File: src/rtl/seg_inval_ctrl.sv
module seg_inval_ctrl #(
  parameter int NUM_ENT = 32,
  localparam int IDX_W = $clog2(NUM_ENT)
) (
  input  logic               clk,
  input  logic               rst_n,
  input  logic               wr_en,
  input  logic [IDX_W-1:0]   wr_idx,
  input  logic               wr_valid,
  input  logic               wr_class,
  input  logic               inv_en,
  input  logic [IDX_W-1:0]   inv_idx,
  input  logic               bulk_req,
  input  logic [31:0]        bulk_insn,
  input  logic               mode_new,
  output logic [NUM_ENT-1:0] ent_valid,
  output logic [NUM_ENT-1:0] ent_class,
  output logic               flush_req,
  output logic               busy,
  output logic               done,
  output logic               hint_err
);
  localparam logic [IDX_W-1:0] LAST = IDX_W'(NUM_ENT - 1);

  logic [NUM_ENT-1:0] vld_q, cls_q;
  logic [IDX_W-1:0]   ptr_q;
  logic               busy_q, cls_only_q, flush_q, done_q, err_q;
  logic [2:0]         hint;
  logic               accept, idle_ok, from_zero, keep_all, by_class, bad_hint;

  assign hint      = bulk_insn[23:21];
  assign accept    = bulk_req && !busy_q;
  assign idle_ok   = !busy_q && !bulk_req;
  assign from_zero = mode_new && (hint == 3'd3 || hint == 3'd4);
  assign by_class  = mode_new && (hint == 3'd3);
  assign keep_all  = mode_new && (hint == 3'd7);
  assign bad_hint  = mode_new && (hint == 3'd5);

  always_ff @(posedge clk) begin
    if (!rst_n) begin
      vld_q      <= '0;
      cls_q      <= '0;
      ptr_q      <= '0;
      busy_q     <= 1'b0;
      cls_only_q <= 1'b0;
      flush_q    <= 1'b0;
      done_q     <= 1'b0;
      err_q      <= 1'b0;
    end else begin
      flush_q <= accept || (idle_ok && inv_en);
      err_q   <= accept && bad_hint;
      done_q  <= 1'b0;
      if (accept) begin
        if (keep_all) begin
          done_q <= 1'b1;
        end else begin
          busy_q     <= 1'b1;
          ptr_q      <= from_zero ? '0 : IDX_W'(1);
          cls_only_q <= by_class;
        end
      end else if (busy_q) begin
        if (vld_q[ptr_q] && (!cls_only_q || cls_q[ptr_q]))
          vld_q[ptr_q] <= 1'b0;
        if (ptr_q == LAST) begin
          busy_q <= 1'b0;
          done_q <= 1'b1;
        end else begin
          ptr_q <= ptr_q + 1'b1;
        end
      end else begin
        if (wr_en && int'(wr_idx) < NUM_ENT) begin
          vld_q[wr_idx] <= wr_valid;
          cls_q[wr_idx] <= wr_class;
        end
        if (inv_en && int'(inv_idx) < NUM_ENT)
          vld_q[inv_idx] <= 1'b0;
      end
    end
  end

  assign ent_valid = vld_q;
  assign ent_class = cls_q;
  assign flush_req = flush_q;
  assign busy      = busy_q;
  assign done      = done_q;
  assign hint_err  = err_q;
endmodule

File: config.mk
export PLATFORM = sky130hd
export DESIGN_NAME = seg_inval_ctrl
export DESIGN_NICKNAME = d
export VERILOG_FILES = /design/src/rtl/seg_inval_ctrl.sv
export SDC_FILE = /design/constraint.sdc
export NUM_CORES = 1
export LEC_CHECK = 0
export BUFFER_PORTS_ARGS = -buffer_cell sky130_fd_sc_hd__buf_2
export CAP_MARGIN = 20
export CORE_UTILIZATION = 59
export CTS_CLUSTER_SIZE = 20
export DETAILED_ROUTE_END_ITERATION = 8
export PLACE_DENSITY = 0.87
export SYNTH_ARGS = -nofsm -noshare
export SYNTH_HDL_FRONTEND = slang
export SYNTH_SLANG_ARGS = --single-unit
File: constraint.sdc
create_clock -name clk -period 6 [get_ports clk]
set_input_delay 0.3 -clock clk [delete_from_list [all_inputs] [get_ports clk]]
set_output_delay 0.3 -clock clk [all_outputs]
set_load 0.02 [all_outputs]
==> Yosys cells after proc, flatten, opt, wreduce, memory -nomap -nowiden <==
Cells that the tools add are included.
{ "word_totals": {"romBits": 0, "memories": 0, "inputBits": 50, "regBits": 74, "latch_bits": 0, "output_inout_bits": 68, "elab_cells": 85, "ram_bits": 0} }
{ "op_classes": {"multipliers": 0, "order_cmp": 6, "n_shift": 0, "n_eq_ne": 8, "n_mux": 32, "reduce_logical": 23, "n_addsub": 1, "n_bitwise": 7, "div_mod_pow": 0} }
{ "ops": {"columns": ["operator", "count"], "rows": [
  ["32-bit 2-to-1 mux", 7],
  ["32-bit bitwise AND", 2],
  ["32-bit bitwise mux", 2],
  ["32-bit inverter", 2],
  ["5-bit 2-to-1 mux", 4],
  ["5-bit by 6-bit < comparator with 1-bit output, second input constant", 3],
  ["1-bit demux with 5-bit select", 3],
  ["5-bit by 1-bit greater-or-equal comparator with 1-bit output, second input constant", 3],
  ["1-bit 2-to-1 mux", 14],
  ["1-bit logical AND", 12],
  ["1-bit binary-select mux with 5-bit select", 2],
  ["3-bit equality test, second input constant", 3],
  ["3-bit AND reduction", 2],
  ["5-bit by 1-bit adder with 5-bit output, second input constant", 1],
  ["5-bit equality test, second input constant", 1],
  ["2-bit != test, second input constant", 2],
  ["2-bit AND reduction", 2],
  ["3-bit by 2-bit equality test with 1-bit output, second input constant", 1],
  ["1-bit logical NOT", 3],
  ["1-bit logical OR", 3],
  ["1-bit inverter", 3],
  ["2-bit by 1-bit != test with 1-bit output, second input constant", 1],
  ["2-bit nonzero test", 1]
]} }

==> Logic depth before layout (Yosys ltp) <==
Gate-level depths: netlist of run 1.
{ "depth": {"word_depth": 12, "depth_mapped": 9, "depth_no_buf": 8} }

==> Worst setup path after synthesis of run 1 <==
No wires, ideal clock.
{ "synth_path": {"path_type": "reg2reg", "startpoint": "reg ptr_q[0]", "endpoint": "reg vld_q[17], in the netlist ent_valid[17]", "n_path_buf": 2, "stages_incl_launch_ff": 9, "t_required_ns": 5.884, "setup_ns": 0.116, "arrival_ns": 2.049, "period_less_slack_ns": 2.165, "setup_slack_ns": 3.835, "cell_sequence": "dfxtp_1 buf_2 mux4_2 a22o_1 nor3_2 o211ai_2 and2_4 buf_6 a41o_1"} }
{ "synth_between": {"elab_chain_cells": 8, "word_cells_on_any_way": 17, "cone_classes": "2 x order compare; 1 x eq/ne; 8 x mux; 2 x bitwise; 4 x reduce/logical"} }
{ "synth_rtl": {"columns": ["element", "line_no", "source"], "rows": [
  ["start, declared", "26", "logic [IDX_W-1:0] ptr_q;"],
  ["start signal, assigned", "58", "ptr_q <= from_zero ? '0 : IDX_W'(1);"],
  ["start signal, assigned", "68", "ptr_q <= ptr_q + 1'b1;"],
  ["5-bit by 6-bit < comparator with 1-bit output (implied by the code) / 5-bit by 1-bit greater-or-equal comparator with 1-bit output (equally long branches)", "63", "vld_q[ptr_q] <= 1'b0;"],
  ["1-bit logical AND (implied by the code)", "63", null],
  ["1-bit 2-to-1 mux (implied by the code)", "63", null],
  ["1-bit demux with 5-bit select", "63", null],
  ["32-bit inverter (no line)", null, null],
  ["32-bit bitwise AND (no line)", null, null],
  ["32-bit 2-to-1 mux", "62", "if (vld_q[ptr_q] && (!cls_only_q || cls_q[ptr_q]))"],
  ["32-bit 2-to-1 mux", "61", "end else if (busy_q) begin"],
  ["end signal, assigned by index", "72", "vld_q[wr_idx] <= wr_valid;"],
  ["end, declared", "25", "logic [NUM_ENT-1:0] vld_q, cls_q;"]
]} }
Several ways; a longest one is shown, not always the timed one. The select of a mux whose other input is x is not followed.
A chain may end at the register's enable or synchronous reset.

==> Worst setup path in the final report of run 1 <==
{ "layout_path": {"startpoint": "reg ptr_q[3]", "endpoint": "reg vld_q[30], in the netlist ent_valid[30]"} }
Same word-level chain as after synthesis.

==> results of run 1 <==
[registers in the layout, summed over array words and instances (netlist names)]
name and cells:
ptr_q 5, cls_only_q 1, ent_class 32, busy 1, done 1, ent_valid 32
flush_req 1, hint_err 1
[area by class of cell]
cell class	instances	area, µm²	area share (%)
Inverter	5	18.8	0.348
Timing Repair Buffer	94	485	8.99
Clock inverter	6	88.8	1.65
Tap cell	102	128	2.36
Multi-Input combinational cell	479	3070	56.8
Clock buffer	10	128	2.36
Sequential cell	74	1480	27.5
[worst max-delay path, cell delays in order, from the launching register on]
cell	delay (ns)
sky130_fd_sc_hd__dfxtp_1	0.87
sky130_fd_sc_hd__nand3b_1	0.55
sky130_fd_sc_hd__o22ai_1	0.30
sky130_fd_sc_hd__nor2_1	0.10
sky130_fd_sc_hd__o211ai_2	0.55
sky130_fd_sc_hd__buf_4	0.40
sky130_fd_sc_hd__and2_4	0.50
sky130_fd_sc_hd__a311oi_2	0.16
[power by group through the flow]
stage / Combinational [mW] / Clock (mW) / Sequential [mW]
final: 0.176 / 0.443 / 0.507
after global routing: 0.185 / 0.459 / 0.508
after CTS: 0.168 / 0.438 / 0.507
after detailed placement: 0.167 / 0 / 0.518
after global placement: 0.163 / 0 / 0.518
after floorplan: 0.127 / 0 / 0.514
[worst max-delay path by stage]
| stage | from | endpoint | slack, ns | cells past startpoint |
|---|---|---|---|---|
| 2_1_floorplan | ptr_q[0] | ent_valid[17] | 3.84 | 8 |
| 3_5_place_dp | ptr_q[3] | ent_valid[30] | 2.63 | 7 |
| 6_report | ptr_q[3] | ent_valid[30] | 2.37 | 7 |
| 3_3_place_gp | ptr_q[0] | ent_valid[1] | 2.66 | 7 |
| 4_1_cts | ptr_q[3] | ent_valid[30] | 2.61 | 7 |
| 5_1_grt | ptr_q[3] | ent_valid[30] | 2.35 | 7 |
[layer usage]
metal / global-route usage [%] / up-vias / wire (µm)
met2: 59.6 / 428 / 7310
met5: 0 / - / 0
li1: - / 2402 / -
met3: 9.36 / 92 / 2020
met1: 49.2 / 2528 / 6220
met4: 21.0 / 0 / 836
[per-stage QoR]
stage          instances  instance area [µm²]  hold slack [ns]
2_1_floorplan        615                 4830            0.377
3_3_place_gp         754                 5180            0.454
3_5_place_dp         754                 5180            0.462
4_1_cts              770                 5400            0.166
5_1_grt              770                 5400            0.186
6_report             770                 5400            0.167
[cell usage after synthesis, types with 8 or more instances]
cell type                  number
sky130_fd_sc_hd__nand2_1       96
sky130_fd_sc_hd__dfxtp_1       74
sky130_fd_sc_hd__nor2_1        57
sky130_fd_sc_hd__a21oi_1       42
sky130_fd_sc_hd__nand3_1       36
sky130_fd_sc_hd__clkbuf_1      30
sky130_fd_sc_hd__a31oi_1       25
sky130_fd_sc_hd__mux2i_1       25
sky130_fd_sc_hd__o22ai_1       18
sky130_fd_sc_hd__o21ai_0       14
sky130_fd_sc_hd__a211oi_2      13
sky130_fd_sc_hd__a221oi_1      13
sky130_fd_sc_hd__a41oi_1       13
sky130_fd_sc_hd__nor3_1        13
sky130_fd_sc_hd__buf_2         12
sky130_fd_sc_hd__a41o_1         9
sky130_fd_sc_hd__nand3b_1       8
[cell families after synthesis]
family | count (synthesis) | share of synthesized area [%]
compound gates | 182 | 27.6
xor+xnor | 2 | 0.363
fa+ha+maj | 5 | 1.29
buf+inv | 62 | 5.98
flops | 74 | 30.7
mux | 32 | 8.44
simple gates | 258 | 25.6
==> flow_results.xml, run 1 <==
<?xml version="1.0" encoding="UTF-8"?>
<metrics>
  <group name="timing">
    <metric name="worst-slew-pin-transition" unit="ns">1.17</metric>
    <metric name="final.period_utilization" unit="%">60.5</metric>
    <metric name="maxSlewHeadroom" unit="%">21.7</metric>
    <metric name="maxSlewViolCount" unit="">0</metric>
    <metric name="timing.fmax" unit="GHz">0.275</metric>
    <metric name="fin_ws" unit="ns">2.37</metric>
    <metric name="hold_violations" unit="">0</metric>
    <metric name="final-setup-viol-count" unit="">0</metric>
    <metric name="min_period" unit="ns">3.63</metric>
    <metric name="tns" unit="ns">0</metric>
    <metric name="fin_skew" unit="ns">0.0123</metric>
    <metric name="grt_setup_unrepaired" unit="">false</metric>
  </group>
  <group name="logic_synthesis">
    <metric name="synth_area" unit="µm²">4830</metric>
    <metric name="yosysWarnings" unit="">0</metric>
    <metric name="syn-mean-instance-area" unit="µm²">7.86</metric>
    <metric name="commonest_register_cell_after_synthesis" unit="">sky130_fd_sc_hd__dfxtp_1</metric>
    <metric name="yosys.area.top_type_share" unit="%">30.7</metric>
    <metric name="ys_types" unit="">60</metric>
    <metric name="synthesis.instances" unit="">615</metric>
    <metric name="post-synth-top-area-cell" unit="">sky130_fd_sc_hd__dfxtp_1</metric>
    <metric name="synth_register_bits" unit="">74</metric>
    <metric name="synth_edf_count" unit="">0</metric>
    <metric name="synth_async_sr_flop_share" unit="%">0</metric>
    <metric name="ys_top_cells_by_area" unit="">sky130_fd_sc_hd__dfxtp_1 31%, sky130_fd_sc_hd__nand2_1 7.5%, sky130_fd_sc_hd__mux2i_1 5.2%, sky130_fd_sc_hd__nor2_1 4.4%, sky130_fd_sc_hd__a21oi_1 4.4%</metric>
    <metric name="synthesis.nets" unit="">670</metric>
    <metric name="synth_sequential_area_ratio" unit="%">30.7</metric>
  </group>
  <group name="detailed_routing">
    <metric name="num_vias" unit="">5450</metric>
    <metric name="initialDrtViolationCount" unit="">627</metric>
    <metric name="number_of_iterations_in_the_first_detailed_routing_pass" unit="">7</metric>
    <metric name="remaining_drc_errors" unit="">0</metric>
    <metric name="final_antenna_net_count" unit="">0</metric>
    <metric name="route.detailed.vias_per_inst" unit="">7.08</metric>
    <metric name="detail_route.wl_per_cell" unit="µm">21.3</metric>
    <metric name="wirelength" unit="µm">16400</metric>
  </group>
  <group name="die">
    <metric name="die_x" unit="µm">92.5</metric>
    <metric name="design.die.area" unit="µm²">8560</metric>
    <metric name="placementRows" unit="">32</metric>
    <metric name="design.core.area" unit="µm²">7810</metric>
    <metric name="die-height" unit="µm">92.5</metric>
    <metric name="initial_core_util" unit="%">61.9</metric>
    <metric name="ios" unit="">118</metric>
  </group>
  <group name="global_route">
    <metric name="via_count_of_the_first_global_routing_pass" unit="">5060</metric>
    <metric name="grt.total_usage" unit="%">38.5</metric>
    <metric name="total_overflow_reported_by_the_global_router" unit="">0</metric>
    <metric name="grt_max_degree" unit="">62</metric>
    <metric name="grt_antenna_before_repair" unit="">0</metric>
    <metric name="first_pass_grt_wire_length" unit="µm">25700</metric>
  </group>
  <group name="clocking">
    <metric name="clkSinkCount" unit="">74</metric>
    <metric name="htree_num_levels" unit="">3</metric>
    <metric name="cts-buffers-inserted" unit="">9</metric>
    <metric name="postCtsHoldBufs" unit="">0</metric>
    <metric name="clock_insertion_delay_worst_skew" unit="ns">0.36</metric>
    <metric name="clk_path_buf_depth" unit="">2</metric>
    <metric name="resized_after_cts" unit="">0</metric>
    <metric name="cts_tree" unit="">yes</metric>
    <metric name="cts.clk_slew.worst_paths" unit="ns">0.09</metric>
    <metric name="post-cts-setup-buffer-count" unit="">0</metric>
    <metric name="cts_root_buf" unit="">sky130_fd_sc_hd__clkbuf_8</metric>
  </group>
  <group name="run">
    <metric name="drv.max_cap_violation_count" unit="">0</metric>
  </group>
  <group name="placement">
    <metric name="routabilityCongestion" unit="">1.01</metric>
    <metric name="pre_cts_ws" unit="ns">2.63</metric>
    <metric name="detailedPlacementHpwl" unit="µm">11000</metric>
    <metric name="buffer_ports.inserted" unit="">88</metric>
  </group>
  <group name="critical_path">
    <metric name="timing.critical_path.from_type" unit="">flop</metric>
    <metric name="worstPathArrival" unit="ns">3.82</metric>
    <metric name="r2r_slack" unit="ns">2.37</metric>
    <metric name="critPathCaptureType" unit="">flop</metric>
    <metric name="rr_endpoint" unit="">ent_valid[30]</metric>
    <metric name="reg2reg_from" unit="">ptr_q[3]</metric>
    <metric name="critical_path_peak_fanout" unit="">30</metric>
    <metric name="rr_worst_depth" unit="">7</metric>
    <metric name="cp_data_required_time" unit="ns">6.19</metric>
    <metric name="critPathKind" unit="">reg -&gt; reg</metric>
  </group>
  <group name="hold_path">
    <metric name="hold_start" unit="">bulk_insn[22]</metric>
    <metric name="worst_hold_path.num_cells" unit="">2</metric>
    <metric name="holdPathEnd" unit="">hint_err</metric>
    <metric name="hold_path_class" unit="">in -&gt; reg</metric>
  </group>
  <group name="final_layout">
    <metric name="drive_gt1_share" unit="%">21.9</metric>
    <metric name="nets" unit="">718</metric>
    <metric name="finish.utilization" unit="%">69.2</metric>
    <metric name="antenna_cells" unit="">0</metric>
    <metric name="area.growth.synth_to_final" unit="%">11.8</metric>
    <metric name="layout_common_cells" unit="">96 x sky130_fd_sc_hd__nand2_1, 88 x sky130_fd_sc_hd__buf_2, 73 x sky130_fd_sc_hd__dfxtp_1</metric>
    <metric name="final.fill_count" unit="">655</metric>
    <metric name="final_common_cell" unit="">sky130_fd_sc_hd__nand2_1</metric>
  </group>
  <group name="pwr">
    <metric name="power.share.sequential" unit="%">45.1</metric>
    <metric name="power_switching_share" unit="%">30.8</metric>
    <metric name="post-layout-total-power" unit="mW">1.13</metric>
    <metric name="peakVddDrop" unit="V">0.000127</metric>
    <metric name="internal-power" unit="mW">0.779</metric>
    <metric name="power_share_of_the_clock_group" unit="%">39.3</metric>
    <metric name="power.share.combinational" unit="%">15.6</metric>
    <metric name="switching_power" unit="mW">0.346</metric>
    <metric name="p_leak" unit="nW">2.04</metric>
    <metric name="power_density_normalized_to_cell_area" unit="nW/µm²">208</metric>
  </group>
  <group name="status">
    <metric name="outcome" unit="">complete, no violations</metric>
  </group>
</metrics>
No activity file was read; power rests on OpenSTA's default activity.
==> run 2, diff against run 1 <==
--- a/config.mk
+++ b/config.mk
@@ -5,12 +5,13 @@
 export SDC_FILE = /design/constraint.sdc
 export NUM_CORES = 1
 export LEC_CHECK = 0
+export ABC_AREA = 1
 export BUFFER_PORTS_ARGS = -buffer_cell sky130_fd_sc_hd__buf_2
 export CAP_MARGIN = 20
-export CORE_UTILIZATION = 59
+export CORE_UTILIZATION = 50
 export CTS_CLUSTER_SIZE = 20
 export DETAILED_ROUTE_END_ITERATION = 8
-export PLACE_DENSITY = 0.87
+export PLACE_DENSITY = 0.78
 export SYNTH_ARGS = -nofsm -noshare
 export SYNTH_HDL_FRONTEND = slang
 export SYNTH_SLANG_ARGS = --single-unit
==> constraint.sdc (replaced) <==
create_clock -name clk -period 3.1 [get_ports clk]
set_input_delay 0.155 -clock clk [delete_from_list [all_inputs] [get_ports clk]]
set_output_delay 0.155 -clock clk [all_outputs]
set_load 0.02 [all_outputs]
==> run 2 against run 1 <==
Sequential cell count is the same. Utilization shrank 12 points. Wire length grew 5.9%. Sequential power grew 110%. Via count grew 13%. Clock power grew 67%. Hold slack lost 0.13 ns. Worst setup slack lost 1.8 ns. Area after synthesis grew 8.5%. Sequential share of layout area shrank 2.1 points. Critical endpoint is now ent_valid[23].
==> flow_results.xml, run 2 <==
<?xml version="1.0" encoding="UTF-8"?>
<metrics>
  <group name="logic_synthesis">
    <metric name="syn-mean-instance-area" unit="µm²">6.06</metric>
    <metric name="synthesis.instances" unit="">866</metric>
    <metric name="yosysWarnings" unit="">0</metric>
    <metric name="ys_types" unit="">36</metric>
    <metric name="post-synth-top-area-cell" unit="">sky130_fd_sc_hd__dfxtp_1</metric>
    <metric name="synth_sequential_area_ratio" unit="%">28.2</metric>
    <metric name="synth_async_sr_flop_share" unit="%">0</metric>
    <metric name="synthesis.nets" unit="">921</metric>
    <metric name="synth_register_bits" unit="">74</metric>
    <metric name="ys_top_cells_by_count" unit="">187 x sky130_fd_sc_hd__nand2_1, 103 x sky130_fd_sc_hd__a21oi_1, 97 x sky130_fd_sc_hd__inv_1, 97 x sky130_fd_sc_hd__nand3_1, 79 x sky130_fd_sc_hd__nor2_1</metric>
    <metric name="yosys.area.top_type_share" unit="%">28.2</metric>
    <metric name="commonest_register_cell_after_synthesis" unit="">sky130_fd_sc_hd__dfxtp_1</metric>
    <metric name="synth_edf_count" unit="">0</metric>
    <metric name="ys_top_cells_by_area" unit="">sky130_fd_sc_hd__dfxtp_1 28%, sky130_fd_sc_hd__nand2_1 13%, sky130_fd_sc_hd__a21oi_1 9.8%, sky130_fd_sc_hd__nand3_1 9.3%, sky130_fd_sc_hd__o21ai_0 7.2%</metric>
    <metric name="synth_most_common_cell" unit="">sky130_fd_sc_hd__nand2_1</metric>
    <metric name="synth_area" unit="µm²">5250</metric>
  </group>
  <group name="timing">
    <metric name="fin_ws" unit="ns">0.587</metric>
    <metric name="maxSlewHeadroom" unit="%">43.4</metric>
    <metric name="min_period" unit="ns">2.51</metric>
    <metric name="timing.fmax" unit="GHz">0.398</metric>
    <metric name="grt_setup_unrepaired" unit="">false</metric>
    <metric name="fin_skew" unit="ns">0.0166</metric>
    <metric name="final.period_utilization" unit="%">81.1</metric>
    <metric name="tns" unit="ns">0</metric>
    <metric name="hold_violations" unit="">0</metric>
    <metric name="maxSlewViolCount" unit="">0</metric>
    <metric name="worst-slew-pin-transition" unit="ns">0.846</metric>
    <metric name="final-setup-viol-count" unit="">0</metric>
  </group>
  <group name="detailed_routing">
    <metric name="number_of_iterations_in_the_first_detailed_routing_pass" unit="">6</metric>
    <metric name="final_antenna_net_count" unit="">0</metric>
    <metric name="num_vias" unit="">6151</metric>
    <metric name="initialDrtViolationCount" unit="">704</metric>
    <metric name="detail_route.wl_per_cell" unit="µm">16.3</metric>
    <metric name="remaining_drc_errors" unit="">0</metric>
    <metric name="route.detailed.vias_per_inst" unit="">5.77</metric>
    <metric name="wirelength" unit="µm">17300</metric>
  </group>
  <group name="pwr">
    <metric name="power_switching_share" unit="%">38.4</metric>
    <metric name="power.share.combinational" unit="%">28.8</metric>
    <metric name="power_density_normalized_to_cell_area" unit="nW/µm²">432</metric>
    <metric name="p_leak" unit="nW">2.67</metric>
    <metric name="power.share.sequential" unit="%">42.0</metric>
    <metric name="power_share_of_the_clock_group" unit="%">29.2</metric>
    <metric name="post-layout-total-power" unit="mW">2.53</metric>
    <metric name="peakVddDrop" unit="V">0.000218</metric>
    <metric name="switching_power" unit="mW">0.972</metric>
    <metric name="internal-power" unit="mW">1.56</metric>
  </group>
  <group name="clocking">
    <metric name="cts.clk_slew.worst_paths" unit="ns">0.10</metric>
    <metric name="htree_num_levels" unit="">3</metric>
    <metric name="cts_tree" unit="">yes</metric>
    <metric name="clock_insertion_delay_worst_skew" unit="ns">0.37</metric>
    <metric name="clk_path_buf_depth" unit="">2</metric>
    <metric name="cts_root_buf" unit="">sky130_fd_sc_hd__clkbuf_8</metric>
    <metric name="cts-buffers-inserted" unit="">9</metric>
    <metric name="clkSinkCount" unit="">74</metric>
  </group>
  <group name="critical_path">
    <metric name="timing.critical_path.from_type" unit="">flop</metric>
    <metric name="worstPathArrival" unit="ns">2.77</metric>
    <metric name="critPathCaptureType" unit="">flop</metric>
    <metric name="critPathKind" unit="">reg -&gt; reg</metric>
    <metric name="cp_data_required_time" unit="ns">3.35</metric>
    <metric name="critical_path_peak_fanout" unit="">64</metric>
  </group>
  <group name="die">
    <metric name="ios" unit="">118</metric>
    <metric name="initial_core_util" unit="%">51.3</metric>
    <metric name="design.core.area" unit="µm²">10200</metric>
    <metric name="placementRows" unit="">37</metric>
    <metric name="die_x" unit="µm">104</metric>
    <metric name="design.die.area" unit="µm²">10900</metric>
    <metric name="die-height" unit="µm">104</metric>
  </group>
  <group name="global_route">
    <metric name="busiest_layer" unit="">met2</metric>
    <metric name="grt.total_usage" unit="%">32.1</metric>
    <metric name="met2_usage" unit="%">50.0</metric>
    <metric name="grt_antenna_before_repair" unit="">0</metric>
    <metric name="via_count_of_the_first_global_routing_pass" unit="">5323</metric>
    <metric name="first_pass_grt_wire_length" unit="µm">27800</metric>
    <metric name="total_overflow_reported_by_the_global_router" unit="">0</metric>
    <metric name="grt_max_degree" unit="">65</metric>
    <metric name="grtUsageMet1" unit="%">43.3</metric>
    <metric name="groute.layer.met3.usage" unit="%">5.33</metric>
  </group>
  <group name="hold_path">
    <metric name="hold_path_class" unit="">in -&gt; reg</metric>
  </group>
  <group name="run">
    <metric name="drv.max_cap_violation_count" unit="">0</metric>
  </group>
  <group name="placement">
    <metric name="pre_cts_ws" unit="ns">0.331</metric>
    <metric name="buffer_ports.inserted" unit="">88</metric>
    <metric name="place_inst" unit="">1049</metric>
    <metric name="detailedPlacementHpwl" unit="µm">12200</metric>
    <metric name="routabilityCongestion" unit="">0.972</metric>
  </group>
  <group name="final_layout">
    <metric name="antenna_cells" unit="">0</metric>
    <metric name="final_common_cell" unit="">sky130_fd_sc_hd__nand2_1</metric>
    <metric name="final_cell_count_no_fill" unit="">1066</metric>
    <metric name="nets" unit="">980</metric>
    <metric name="drive_gt1_share" unit="%">14.4</metric>
    <metric name="area.growth.synth_to_final" unit="%">11.6</metric>
    <metric name="layout_common_cells" unit="">187 x sky130_fd_sc_hd__nand2_1, 103 x sky130_fd_sc_hd__a21oi_1, 97 x sky130_fd_sc_hd__inv_1, 97 x sky130_fd_sc_hd__nand3_1, 88 x sky130_fd_sc_hd__buf_2</metric>
  </group>
  <group name="status">
    <metric name="outcome" unit="">complete, no violations</metric>
  </group>
</metrics>
## run 2: cell types whose count changed in the layout (fill, tap and decap cells not counted), moves of 23 or more
cell / before / now
sky130_fd_sc_hd__nand2_1: 96 / 187
sky130_fd_sc_hd__o21ai_0: 14 / 75
sky130_fd_sc_hd__inv_1: 4 / 97
sky130_fd_sc_hd__nor2_1: 56 / 79
sky130_fd_sc_hd__a31oi_1: 25 / 1
sky130_fd_sc_hd__mux2i_1: 25 / 0
sky130_fd_sc_hd__nand3_1: 36 / 97
sky130_fd_sc_hd__a21oi_1: 42 / 103
## run 2: layer usage
metal	part of all wire, %	wire [µm]
met5	0	0
met4	2.8	487
met3	11	1820
met2	45	7780
met1	42	7250
## run 2: per-stage QoR
step	instance area [µm²]	hold slack [ns]	util, %
6_report	5850	0.0345	57.2
5_1_grt	5850	0.0373	57.2
4_1_cts	5850	0.0396	57.2
3_5_place_dp	5650	0.374	55.3
3_3_place_gp	5650	0.371	55.3
2_1_floorplan	5250	0.232	-
## run 2: power by group through the flow
stage | clock [mW] | sequential [mW] | combinational [mW]
2_1_floorplan | 0 | 1.13 | 0.484
3_3_place_gp | 0 | 1.08 | 0.705
3_5_place_dp | 0 | 1.08 | 0.712
4_1_cts | 0.746 | 1.06 | 0.716
5_1_grt | 0.787 | 1.07 | 0.808
6_report | 0.738 | 1.06 | 0.728
## run 2: cell type report
cell class | instances | area, µm²
fillers | 1035 | 4380
multi-input cells | 636 | 3090
flip-flops and latches | 74 | 1480
repair buffers | 100 | 533
inverters | 104 | 393
well taps | 136 | 170
clock buffers | 10 | 138
clock inverters | 6 | 50.0
## run 2: repair_timing
item                                   in CTS  in global routing
endpoints found under the hold margin       1                  0
setup endpoints to repair                   0                  4
buffers inserted                            0                  0
hold buffers                                1                  0
resized for setup                           0                  1
## run 2: kinds of logic (layout without fill, tap and decap cells)
family                   Yosys count  in the layout  share of synthesized area, %
flip-flops                        74             74                          28.2
AO/OA/AOI/OAI                    227            227                          24.4
buffers and inverters            156            220                          12.9
adder cells (fa/ha/maj)            5              5                          1.19
XOR/XNOR                           1              1                         0.167
AND/OR/NAND/NOR                  403            403                          33.1
## run 2: path summary, 6_finish.rpt
| path | startpoint | end | slack [ns] | depth (start not counted) |
|---|---|---|---|---|
| worst max-delay path | ptr_q[0] | ent_valid[23] | 0.59 | 11 |
| worst min-delay path | bulk_insn[21] | hint_err | 0.03 | 3 |
| worst max register to register | ptr_q[0] | ent_valid[23] | 0.59 | 11 |
| worst min register to register | ent_class[17] | ent_class[17] | 0.47 | 2 |
## run 2: critical path: stages (launching register included)
cell                      delay, ns
sky130_fd_sc_hd__dfxtp_2       0.59
sky130_fd_sc_hd__inv_4         0.26
sky130_fd_sc_hd__nand2_1       0.13
sky130_fd_sc_hd__nand3_1       0.08
sky130_fd_sc_hd__nand2_1       0.10
sky130_fd_sc_hd__nand2_1       0.07
sky130_fd_sc_hd__nand2_1       0.08
sky130_fd_sc_hd__nor2_1        0.04
sky130_fd_sc_hd__nand2_1       0.10
sky130_fd_sc_hd__nand3_4       0.50
sky130_fd_sc_hd__a21oi_1       0.32
sky130_fd_sc_hd__nor2_1        0.07
